<file path="config.mk">
export PLATFORM = sky130hd
export DESIGN_NAME = insn_tlb
export DESIGN_NICKNAME = d
export VERILOG_FILES = /design/src/rtl/insn_tlb_pkg.sv /design/src/rtl/insn_tlb_match.sv /design/src/rtl/insn_tlb_ctrl.sv /design/src/rtl/insn_tlb_datapath.sv /design/src/rtl/insn_tlb.sv
export SDC_FILE = /design/constraint.sdc
export NUM_CORES = 2
export LEC_CHECK = 0
export CORE_MARGIN = 1.5
export CORE_UTILIZATION = 40
export CTS_BUF_LIST = sky130_fd_sc_hd__clkbuf_4
export CTS_CLUSTER_SIZE = 20
export DETAILED_ROUTE_END_ITERATION = 7
export PLACE_DENSITY_LB_ADDON = 0.12
export SETUP_SLACK_MARGIN = 0.1
export SYNTH_ARGS = -nofsm -noshare
export SYNTH_HDL_FRONTEND = slang
export SYNTH_SLANG_ARGS = --single-unit
export TNS_END_PERCENT = 20
</file>
<file path="constraint.sdc">
create_clock -name clk -period 4.06 [get_ports clk]
set_clock_uncertainty 0.2 [all_clocks]
set_input_delay 0.406 -clock clk [delete_from_list [all_inputs] [get_ports clk]]
set_output_delay 0.406 -clock clk [all_outputs]
set_load 0.05 [all_outputs]
</file>
<file path="src/rtl/insn_tlb_pkg.sv">
package insn_tlb_pkg;
  typedef struct packed {
    logic capture;
    logic lruUpdate;
    logic respond;
  } tlbStrobe_t;

  typedef enum logic {ST_IDLE, ST_WAIT} tlbState_t;
endpackage

</file>
<file path="src/rtl/insn_tlb_match.sv">
module insn_tlb_match #(
  parameter int ADDR_W    = 32,
  parameter int WAYS      = 2,
  parameter int PAGE_LOG2 = 13,
  parameter int SET_W     = 4,
  parameter int WAY_W     = 1
) (
  input  logic [ADDR_W-1:0]           addr,
  input  logic                        superMode,
  input  logic [WAYS-1:0][ADDR_W-1:0] matchSet,
  input  logic [WAYS-1:0][ADDR_W-1:0] transSet,
  output logic                        hit,
  output logic [WAY_W-1:0]            hitWay,
  output logic [ADDR_W-1:0]           paddr,
  output logic                        ci,
  output logic                        permOk
);
  localparam logic [ADDR_W-1:0] OFF_MASK = (ADDR_W'(1) << PAGE_LOG2) - ADDR_W'(1);
  localparam logic [ADDR_W-1:0] VPN_MASK = ~((ADDR_W'(1) << (PAGE_LOG2 + SET_W)) - ADDR_W'(1));

  logic [ADDR_W-1:0] selTrans;

  // descending scan: the last assignment is the lowest matching way
  always_comb begin
    hit    = 1'b0;
    hitWay = '0;
    for (int w = WAYS - 1; w >= 0; w--) begin
      if (matchSet[w][0] && (((matchSet[w] ^ addr) & VPN_MASK) == '0)) begin
        hit    = 1'b1;
        hitWay = WAY_W'(w);
      end
    end
  end

  assign selTrans = transSet[hitWay];
  assign paddr    = (selTrans & ~OFF_MASK) | (addr & OFF_MASK);
  assign ci       = selTrans[0];
  assign permOk   = superMode ? selTrans[1] : selTrans[2];
endmodule

</file>
<file path="src/rtl/insn_tlb_ctrl.sv">
module insn_tlb_ctrl
  import insn_tlb_pkg::*;
#(
  parameter int HIT_LAT  = 2,
  parameter int MISS_LAT = 5
) (
  input  logic       clk,
  input  logic       rstN,
  input  logic       reqValid,
  input  logic       lookHit,
  input  logic       lookBypass,
  output tlbStrobe_t strobe,
  output logic       reqReady,
  output logic       rspValid
);
  localparam int MAX_LAT = (HIT_LAT > MISS_LAT) ? HIT_LAT : MISS_LAT;
  localparam int CNT_W   = (MAX_LAT > 0) ? $clog2(MAX_LAT + 1) : 1;

  tlbState_t        state;
  logic [CNT_W-1:0] cnt;
  logic [CNT_W-1:0] latNext;

  always_comb begin
    strobe.capture   = reqValid && (state == ST_IDLE);
    strobe.lruUpdate = strobe.capture && lookHit;
    strobe.respond   = (state == ST_WAIT) && (cnt == '0);
    if (lookBypass)   latNext = '0;
    else if (lookHit) latNext = CNT_W'(HIT_LAT);
    else              latNext = CNT_W'(MISS_LAT);
  end

  always_ff @(posedge clk or negedge rstN) begin
    if (!rstN) begin
      state <= ST_IDLE;
      cnt   <= '0;
    end else if (strobe.capture) begin
      state <= ST_WAIT;
      cnt   <= latNext;
    end else if (state == ST_WAIT) begin
      if (cnt == '0) state <= ST_IDLE;
      else           cnt   <= cnt - CNT_W'(1);
    end
  end

  assign reqReady = (state == ST_IDLE);
  assign rspValid = strobe.respond;
endmodule

</file>
<file path="src/rtl/insn_tlb_datapath.sv">
module insn_tlb_datapath
  import insn_tlb_pkg::*;
#(
  parameter int ADDR_W    = 32,
  parameter int SETS      = 16,
  parameter int WAYS      = 2,
  parameter int PAGE_LOG2 = 13,
  parameter int LRU_W     = 2,
  parameter int SET_W     = $clog2(SETS),
  parameter int WAY_W     = (WAYS > 1) ? $clog2(WAYS) : 1
) (
  input  logic                     clk,
  input  logic                     rstN,
  input  tlbStrobe_t               strobe,
  input  logic                     xlateEn,
  input  logic                     present,
  input  logic                     superMode,
  input  logic [ADDR_W-1:0]        reqAddr,
  input  logic [ADDR_W-1:0]        probeAddr,
  input  logic                     cfgWe,
  input  logic [SET_W+WAY_W:0]     cfgAddr,
  input  logic [ADDR_W-1:0]        cfgWdata,
  output logic [ADDR_W-1:0]        cfgRdata,
  output logic [ADDR_W-1:0]        probePaddr,
  output logic                     lookHit,
  output logic                     lookBypass,
  output logic [ADDR_W-1:0]        rspAddr,
  output logic                     rspCi,
  output logic                     rspHit,
  output logic                     rspMiss,
  output logic                     rspFault
);
  localparam int               LRU_LSB    = 6;
  localparam logic [LRU_W-1:0] LRU_RELOAD = LRU_W'(SETS - 1);

  logic [ADDR_W-1:0] matchMem [WAYS][SETS];
  logic [ADDR_W-1:0] transMem [WAYS][SETS];

  logic [SET_W-1:0] reqSet, prbSet, regSet;
  logic [WAY_W-1:0] regWay;
  logic             regSel, active;

  logic [WAYS-1:0][ADDR_W-1:0] reqMatch, reqTrans, prbMatch, prbTrans;
  logic [LRU_W-1:0]            lruNext [WAYS];

  logic              reqHit, reqCi, reqPerm;
  logic [WAY_W-1:0]  reqHitWay;
  logic [ADDR_W-1:0] reqPaddr;
  logic              prbHit, prbCi, prbPerm;
  logic [WAY_W-1:0]  prbHitWay;
  logic [ADDR_W-1:0] prbPaddr;
  logic              unusedPrb;

  assign reqSet = reqAddr[PAGE_LOG2 +: SET_W];
  assign prbSet = probeAddr[PAGE_LOG2 +: SET_W];
  assign regSel = cfgAddr[SET_W+WAY_W];
  assign regWay = cfgAddr[SET_W +: WAY_W];
  assign regSet = cfgAddr[SET_W-1:0];
  assign active = xlateEn & present;

  for (genvar g = 0; g < WAYS; g++) begin : gWay
    assign reqMatch[g] = matchMem[g][reqSet];
    assign reqTrans[g] = transMem[g][reqSet];
    assign prbMatch[g] = matchMem[g][prbSet];
    assign prbTrans[g] = transMem[g][prbSet];

    always_comb begin
      logic [LRU_W-1:0] cur;
      cur        = reqMatch[g][LRU_LSB +: LRU_W];
      lruNext[g] = (cur != '0) ? cur - LRU_W'(1) : cur;
      if (reqHitWay == WAY_W'(g)) lruNext[g] = lruNext[g] | LRU_RELOAD;
    end
  end

  insn_tlb_match #(.ADDR_W(ADDR_W), .WAYS(WAYS), .PAGE_LOG2(PAGE_LOG2),
                   .SET_W(SET_W), .WAY_W(WAY_W)) uReq (
    .addr(reqAddr), .superMode(superMode), .matchSet(reqMatch), .transSet(reqTrans),
    .hit(reqHit), .hitWay(reqHitWay), .paddr(reqPaddr), .ci(reqCi), .permOk(reqPerm));

  insn_tlb_match #(.ADDR_W(ADDR_W), .WAYS(WAYS), .PAGE_LOG2(PAGE_LOG2),
                   .SET_W(SET_W), .WAY_W(WAY_W)) uPrb (
    .addr(probeAddr), .superMode(superMode), .matchSet(prbMatch), .transSet(prbTrans),
    .hit(prbHit), .hitWay(prbHitWay), .paddr(prbPaddr), .ci(prbCi), .permOk(prbPerm));

  assign unusedPrb  = prbCi ^ (^prbHitWay);
  assign lookHit    = active & reqHit;
  assign lookBypass = ~active;
  assign probePaddr = !active ? probeAddr : ((prbHit && prbPerm) ? prbPaddr : '0);
  assign cfgRdata   = regSel ? transMem[regWay][regSet] : matchMem[regWay][regSet];

  // table storage: LRU update first, register write last so it wins
  always_ff @(posedge clk or negedge rstN) begin
    if (!rstN) begin
      for (int w = 0; w < WAYS; w++)
        for (int s = 0; s < SETS; s++) begin
          matchMem[w][s] <= '0;
          transMem[w][s] <= '0;
        end
    end else begin
      if (strobe.lruUpdate)
        for (int w = 0; w < WAYS; w++)
          matchMem[w][reqSet][LRU_LSB +: LRU_W] <= lruNext[w];
      if (cfgWe) begin
        if (regSel) transMem[regWay][regSet] <= cfgWdata;
        else        matchMem[regWay][regSet] <= cfgWdata;
      end
    end
  end

  always_ff @(posedge clk or negedge rstN) begin
    if (!rstN) begin
      rspAddr  <= '0;
      rspCi    <= 1'b0;
      rspHit   <= 1'b0;
      rspMiss  <= 1'b0;
      rspFault <= 1'b0;
    end else if (strobe.capture) begin
      if (!active) begin
        rspAddr  <= reqAddr;
        rspCi    <= reqAddr[ADDR_W-1];
        rspHit   <= 1'b0;
        rspMiss  <= 1'b0;
        rspFault <= 1'b0;
      end else if (reqHit) begin
        rspAddr  <= reqPaddr;
        rspCi    <= reqCi;
        rspHit   <= 1'b1;
        rspMiss  <= 1'b0;
        rspFault <= ~reqPerm;
      end else begin
        rspAddr  <= '0;
        rspCi    <= 1'b0;
        rspHit   <= 1'b0;
        rspMiss  <= 1'b1;
        rspFault <= 1'b0;
      end
    end
  end
endmodule

</file>
<file path="src/rtl/insn_tlb.sv">
module insn_tlb
  import insn_tlb_pkg::*;
#(
  parameter int ADDR_W    = 32,
  parameter int SETS      = 16,
  parameter int WAYS      = 2,
  parameter int PAGE_LOG2 = 13,
  parameter int LRU_W     = 2,
  parameter int HIT_LAT   = 2,
  parameter int MISS_LAT  = 5
) (
  input  logic                     clk,
  input  logic                     rstN,
  input  logic                     xlateEn,
  input  logic                     present,
  input  logic                     superMode,
  input  logic                     reqValid,
  output logic                     reqReady,
  input  logic [ADDR_W-1:0]        reqAddr,
  output logic                     rspValid,
  output logic [ADDR_W-1:0]        rspAddr,
  output logic                     rspCi,
  output logic                     rspHit,
  output logic                     rspMiss,
  output logic                     rspFault,
  input  logic [ADDR_W-1:0]        probeAddr,
  output logic [ADDR_W-1:0]        probePaddr,
  input  logic                     cfgWe,
  input  logic [$clog2(SETS)+((WAYS>1)?$clog2(WAYS):1):0] cfgAddr,
  input  logic [ADDR_W-1:0]        cfgWdata,
  output logic [ADDR_W-1:0]        cfgRdata,
  output logic [31:0]              cfgWord
);
  localparam int          SET_W    = $clog2(SETS);
  localparam int          WAY_W    = (WAYS > 1) ? $clog2(WAYS) : 1;
  localparam logic [31:0] CFG_WORD = (32'(SET_W) << 3) | 32'(WAYS - 1);

  tlbStrobe_t strobe;
  logic       lookHit, lookBypass;

  insn_tlb_ctrl #(.HIT_LAT(HIT_LAT), .MISS_LAT(MISS_LAT)) uCtrl (
    .clk(clk), .rstN(rstN), .reqValid(reqValid), .lookHit(lookHit),
    .lookBypass(lookBypass), .strobe(strobe), .reqReady(reqReady), .rspValid(rspValid));

  insn_tlb_datapath #(.ADDR_W(ADDR_W), .SETS(SETS), .WAYS(WAYS), .PAGE_LOG2(PAGE_LOG2),
                      .LRU_W(LRU_W), .SET_W(SET_W), .WAY_W(WAY_W)) uDp (
    .clk(clk), .rstN(rstN), .strobe(strobe), .xlateEn(xlateEn), .present(present),
    .superMode(superMode), .reqAddr(reqAddr), .probeAddr(probeAddr), .cfgWe(cfgWe),
    .cfgAddr(cfgAddr), .cfgWdata(cfgWdata), .cfgRdata(cfgRdata), .probePaddr(probePaddr),
    .lookHit(lookHit), .lookBypass(lookBypass), .rspAddr(rspAddr), .rspCi(rspCi),
    .rspHit(rspHit), .rspMiss(rspMiss), .rspFault(rspFault));

  assign cfgWord = CFG_WORD;
endmodule

</file>
# Word-level counts from Yosys, hierarchy flattened

Index checks and enable logic that the tools add are counted.

Flip-flop bits (word level): 2088
Word-level logic and storage cells: 205
Input port bits: 109

Bitwise gates (word level): 14
Equal/unequal tests: 1
Order comparisons: 9
Add/subtract/negate cells: 3
Reductions and logical operators: 21
Multiplexer cells: 86

Operator list:

| cell                | count |
|---|---|
| $mux 512            | 7 |
| $mux 1024           | 3 |
| $bwmux 1024         | 2 |
| $bmux 32 s4         | 10 |
| $bwmux 512          | 2 |
| $mux 32             | 30 |
| $demux 512 s1       | 1 |
| $demux 32 s4        | 2 |
| $logic_not 32->1    | 4 |
| $xor 32x32->32      | 4 |
| $or 32x13->32       | 2 |
| $mux 1              | 19 |
| $ge 5x5->1 const B  | 3 |
| $mux 3              | 5 |
| $not 4->5           | 3 |
| $logic_and 1x1->1   | 11 |
| $lt 5x1->1 const B  | 2 |
| $mux 2              | 4 |
| $mux 8              | 1 |
| $reduce_bool 2->1   | 3 |
| $lt 1x2->1 const B  | 2 |
| $reduce_and 2->1    | 2 |
| $sub 2x1->2 const B | 2 |
| $logic_not 3->1     | 1 |
| other kinds (7)     | 9 |

# Logic depth before layout (Yosys ltp)

Word-level depth: 15
Mapped depth: 17
Depth with buffers taken out: 10

# Hierarchy

A second synthesis with hierarchy kept.

Cell total of the unflattened synthesis: 8666
Area total of the unflattened synthesis: 128151.7 µm²

Modules (own cells, without submodules):

| module            | instances | sequential area each (µm²) | area an instance (µm²) | cells an instance |
|---|---|---|---|---|
| insn_tlb_datapath | 1         | 52150.0                    | 126199.8               | 8446 |
| insn_tlb_match    | 2         | 0.0                        | 721.9                  | 79 |
| insn_tlb_ctrl     | 1         | 100.1                      | 260.2                  | 28 |
| insn_tlb          | 1         | 0.0                        | 247.7                  | 34 |

# Worst setup path after synthesis

Ideal clock, no wire load.

Path kind: in2out
From: input port probeAddr[13]
To: output port probePaddr[0]
Cell stages on the path: 13
Buffers on the path: 5
Arrival: 4.320 ns
Setup slack: -0.866 ns
Cells stage by stage: buf_4 > buf_6 > buf_6 > buf_2 > mux4_2 > a32oi_1 > o21ai_0 > xor2_1 > or4bb_1 > nor4_1 > mux2i_1 > buf_2 > a21boi_0

Word-level cells in the longest chain between the ends: 15
Elaborated cells on any way between the ends: 28
Those cells by class: mux (20); bitwise (3); reduce/logical (5)

Ends and longest elaborated chain:

| item                                        | RTL line                                         | source |
|---|---|---|
| from (decl)                                 | insn_tlb.sv:26                                   | `input logic [ADDR_W-1:0] probeAddr,` |
| $not 4->5 (not written as such) (*)         | insn_tlb_datapath.sv:64, insn_tlb_datapath.sv:65 |  |
| $bmux 32 s4                                 | insn_tlb_datapath.sv:64                          | `assign prbMatch[g] = matchMem[g][prbSet];` |
| $mux 32 (not written as such) (2 in series) | insn_tlb_datapath.sv:64                          |  |
| $xor 32x32->32                              | insn_tlb_match.sv:28                             | `if (matchSet[w][0] && (((matchSet[w] ^ addr) & VPN_MASK) == '0)) begin` |
| $logic_not 32->1                            | insn_tlb_match.sv:28                             |  |
| $logic_and 1x1->1                           | insn_tlb_match.sv:28                             |  |
| $mux 1 (2 in series)                        | insn_tlb_match.sv:28                             |  |
| $mux 32 (not written as such) (2 in series) | insn_tlb_match.sv:35                             | `assign selTrans = transSet[hitWay];` |
| $mux 1                                      | insn_tlb_match.sv:38                             | `assign permOk = superMode ? selTrans[1] : selTrans[2];` |
| $logic_and 1x1->1 (*)                       | insn_tlb_datapath.sv:88                          | `assign probePaddr = !active ? probeAddr : ((prbHit && prbPerm) ? prbPaddr : '0);` |
| $mux 32 (*) (2 in series)                   | insn_tlb_datapath.sv:88                          |  |
| to (decl)                                   | insn_tlb.sv:27                                   | `output logic [ADDR_W-1:0] probePaddr,` |

Mark *: on every way between the ends. The rest lies on a longest branch, timed or not. The select of a mux whose other input is x is not followed.

# Worst setup path after layout

From: register uDp.matchMem[595] (netlist name)
To: output port probePaddr[16]

Word-level cells in the longest chain between the ends: 13
Elaborated cells on any way between the ends: 15
Those cells by class: mux (10); bitwise (2); reduce/logical (3)

Ends and longest elaborated chain:

| item                                            | RTL line                 | source |
|---|---|---|
| from (decl)                                     | insn_tlb_datapath.sv:36  | `logic [ADDR_W-1:0] matchMem [WAYS][SETS];` |
| from (signal, indexed assignment)               | insn_tlb_datapath.sv:102 | `matchMem[w][reqSet][LRU_LSB +: LRU_W] <= lruNext[w];` |
| from (signal, indexed assignment)               | insn_tlb_datapath.sv:105 | `else matchMem[regWay][regSet] <= cfgWdata;` |
| $bmux 32 s4 (*)                                 | insn_tlb_datapath.sv:64  |  |
| $mux 32 (not written as such) (*) (2 in series) | insn_tlb_datapath.sv:64  |  |
| $xor 32x32->32 (*)                              | insn_tlb_match.sv:28     |  |
| $logic_not 32->1 (*)                            | insn_tlb_match.sv:28     |  |
| $logic_and 1x1->1 (*)                           | insn_tlb_match.sv:28     |  |
| $mux 1                                          | insn_tlb_match.sv:28     |  |
| $mux 32 (not written as such) (2 in series)     | insn_tlb_match.sv:35     |  |
| $mux 1                                          | insn_tlb_match.sv:38     |  |
| $logic_and 1x1->1                               | insn_tlb_datapath.sv:88  |  |
| $mux 32 (*) (2 in series)                       | insn_tlb_datapath.sv:88  |  |

Marks and branches as above.

==> impl_metrics.ini <==
[critical_path]
reg2reg_to = uDp.rspFault
setup.worst_path.class = flip-flop to output pin
end_kind = output pin
crit_arrival_ns = 5.25
r2r_setup_slack_ns = 0.21
timing.rr.start = uDp.matchMem[115]
r2r_cells = 14
path_max_fanout = 8
start_kind = flip-flop
required_ns = 3.45

[power]
clock_power_share_pct = 33.8
p_total_mw = 60.77
p_sw_share_pct = 31.36
p_leak_nw = 63.49
p_int_mw = 41.71
powerDensity_nw_per_um2 = 433.0
combPwrFrac_pct = 23.2
ir_worst_vdd_v = 0.0003190
seq_power_share_pct = 43.0
power_switching_mw = 19.06

[run]
cap_violations = 0

[synthesis]
yosys-top-cells-area = dfrtp_1 (45%), mux4_2 (23%), mux2_2 (16%)
netlist.area_leader.share_pct = 44.95
yosysTopAreaCell = dfrtp_1
synth_top_family_by_area = multiplexers
yosys.area_share.simple_pct = 4.830
synth_area_per_cell_um2 = 13.94
yosys_warnings = 0
synthAdderAreaFrac_pct = 0.02153
synth-compound-area-share_pct = 3.114
synth-seq-cells = 2088
synth_edf_count = 0
ys_seq_area_share_pct = 44.95
syn_area_um2 = 116200
async_reset_ff_share_pct = 100.0
synth_mux_area_share_pct = 43.24
ys.flop_type = dfrtp_1
synthCells = 8337
yosysUniqueCellTypes = 77
synth-xor-area-share_pct = 0.4747

[sta]
finalCritPeriodShare_pct = 144.2
relSlewSlack_pct = 13.34
fin_ws_ns = -1.796
max_freq_mhz = 170.8
hold_slack_ns = 0.1377
slew_viol_final = 0
tightestPinTransition_ns = 1.300
rsz0062_at_grt = yes
period_needed_ns = 5.856
setup_violations = 45
hold_viol_final = 0

[global_route]
grt_overflow_total = 0
antenna_found_initial = 32
grtUsageTotal_pct = 31.86
grt_pass1_wl_mm = 668.2
grt_max_degree = 147
grt_pass1_vias = 87570

[min_path]
holdPathStages = 5
hold_path.class = primary input to flip-flop
hp-start = reqValid
hold_path_end = uCtrl.cnt[1]

[layout]
drive_gt1_share_pct = 51.97
final_cell_mix = dfrtp_1 (2,085), mux2_2 (1,689), mux4_2 (1,175), nand2_1 (1,037), clkbuf_4 (862)
layout.area.seq_um2 = 52250
n_fill_cell = 25290
num-nets-final = 9492
final_util_pct = 48.63
layout_commonest_cell = dfrtp_1
area_growth_syn_to_layout_pct = 20.76
multi_input_area_um2 = 61740

[detailed_routing]
drc = 0
drt_wl_total_mm = 470.0
drtAntennaViolNets = 0
drt_pass1_iterations = 7
post_drt_via_cell_ratio = 6.241
avgRoutedWirePerCell_um = 34.30
drt_iter0_drc = 9117
num_vias = 85510

[cts]
cts_max_level = 6
cts_buffers = 604
cts_tree = built
clk_latency_ns = 1.60
cts_sinks = 2088
clock_path_buffers = 4
path_clk_slew_ns = 0.06
root_buffer = clkbuf_4

[place]
port_buffers = 210
dp_hpwl_mm = 291.6
gp_congestion = 0.9507

[floorplan]
die_area_um2 = 293800
chipWidth_um = 542.1
start_util_pct = 40.27
die_y_um = 542.1
ios = 243
std_cell_rows = 197
core_area_um2 = 288600

[outcome]
status = complete, but fails checks
violations = setup timing
## worst max-delay path, cell delays in order (launching register included)
cell     delay [ns]
dfrtp_1        0.42
mux4_2         0.47
mux2i_1        0.15
mux2i_1        0.13
xor2_2         0.19
nor2_2         0.23
buf_4          0.16
nand3_2        0.05
or4b_4         0.54
nor4_4         0.21
mux2i_4        0.39
buf_12         0.24
buf_12         0.18
o31ai_4        0.08
buf_12         0.18
## worst max-delay path by stage
stage                      startpoint        endpoint  slack, ns  depth (start not counted)
floorplan               probeAddr[13]  probePaddr[30]      -0.13                         12
global placement        probeAddr[13]   probePaddr[7]       -1.0                         17
detailed placement      probeAddr[13]  probePaddr[12]       -1.0                         17
CTS                 uDp.matchMem[595]  probePaddr[16]      -1.95                         14
global route        uDp.matchMem[634]  probePaddr[24]      -1.91                         14
finish              uDp.matchMem[595]  probePaddr[16]      -1.80                         14
## flip-flops by register name, summed over array words and instances (netlist names)
| register | flops |
|---|---|
| uCtrl.state | 1 |
| uDp.rspCi | 1 |
| uDp.matchMem | 1024 |
| uDp.rspAddr | 32 |
| uDp.transMem | 1024 |
| uDp.rspFault | 1 |
| uDp.rspMiss | 1 |
| uCtrl.cnt | 3 |
| uDp.rspHit | 1 |
## synthesized netlist by cell type, drive strengths merged (4+ instances only)
library cell     n
or2              6
nor2b           26
o21ai          153
a221oi          36
o221ai          13
nand4           12
a22oi           23
and2            12
a21oi           61
a221o            4
mux2          1689
buf            283
inv             14
o31ai           39
o22ai          143
a211oi          10
clkbuf         622
a31oi           17
nand3           32
nor4            12
a22o            11
xor2            30
dfrtp         2088
nor2           106
mux4          1175
and3             6
a21boi          14
nor3            51
xnor2           33
nand2b           9
a2111oi          4
mux2i          477
a31o             5
nand2         1079
## power by group through the flow
| stage | registers (mW) | logic, mW | clock network, mW |
|---|---|---|---|
| floorplan | 26.0 | 8.25 | 0 |
| global placement | 26.2 | 13.4 | 0 |
| finish | 26.1 | 14.1 | 20.6 |
| CTS | 26.0 | 14.0 | 21.0 |
| global route | 26.4 | 14.8 | 22.1 |
| detailed placement | 26.4 | 13.6 | 0 |
## layer usage
layer	GRT usage (%)	up-vias	share of wire (%)
met4	16.09	18	5.6
li1	-	34030	-
met5	0	-	0.024
met2	48.71	4671	45
met3	7.016	1060	8.8
met1	42.74	45730	40
## repair_timing
action,4_1_cts,5_1_grt
hold endpoints to repair,4169,0
hold buffers,177,0
pin swaps,20,27
resized for setup,129,53
endpoints found under the setup margin,69,92
cloned,0,2
buffers inserted,3,0
## logic make-up after synthesis
kind of cell / Yosys count
mux: 3341
flops: 2088
simple gates: 1373
buf+inv: 919
compound gates: 549
xor+xnor: 63
fa+ha+maj: 2
other cells: 2
## area by class of cell
type                       count  share of cell area, %
inverter                      14                0.04100
tap                         3880                  3.459
clock inverter               177                 0.8762
clock buffer                 862                  4.610
timing repair buffer        1313                  9.789
sequential                  2088                  37.23
multi-input combinational   5360                  43.98
antenna                        9                0.01604
## stage by stage
step                TNS [ns]  std cells  setup WS (ns)  cell area [um^2]
floorplan             -2.565       8367        -0.1255            116900
detailed placement    -55.26      12470        -0.9959            129900
finish                -58.06      13700         -1.796            140400
CTS                   -66.82      13690         -1.947            140000
global placement      -52.96      12470        -0.9988            129900
global route          -63.28      13700         -1.913            140400
Note: power is estimated with default switching activity, not from simulation.
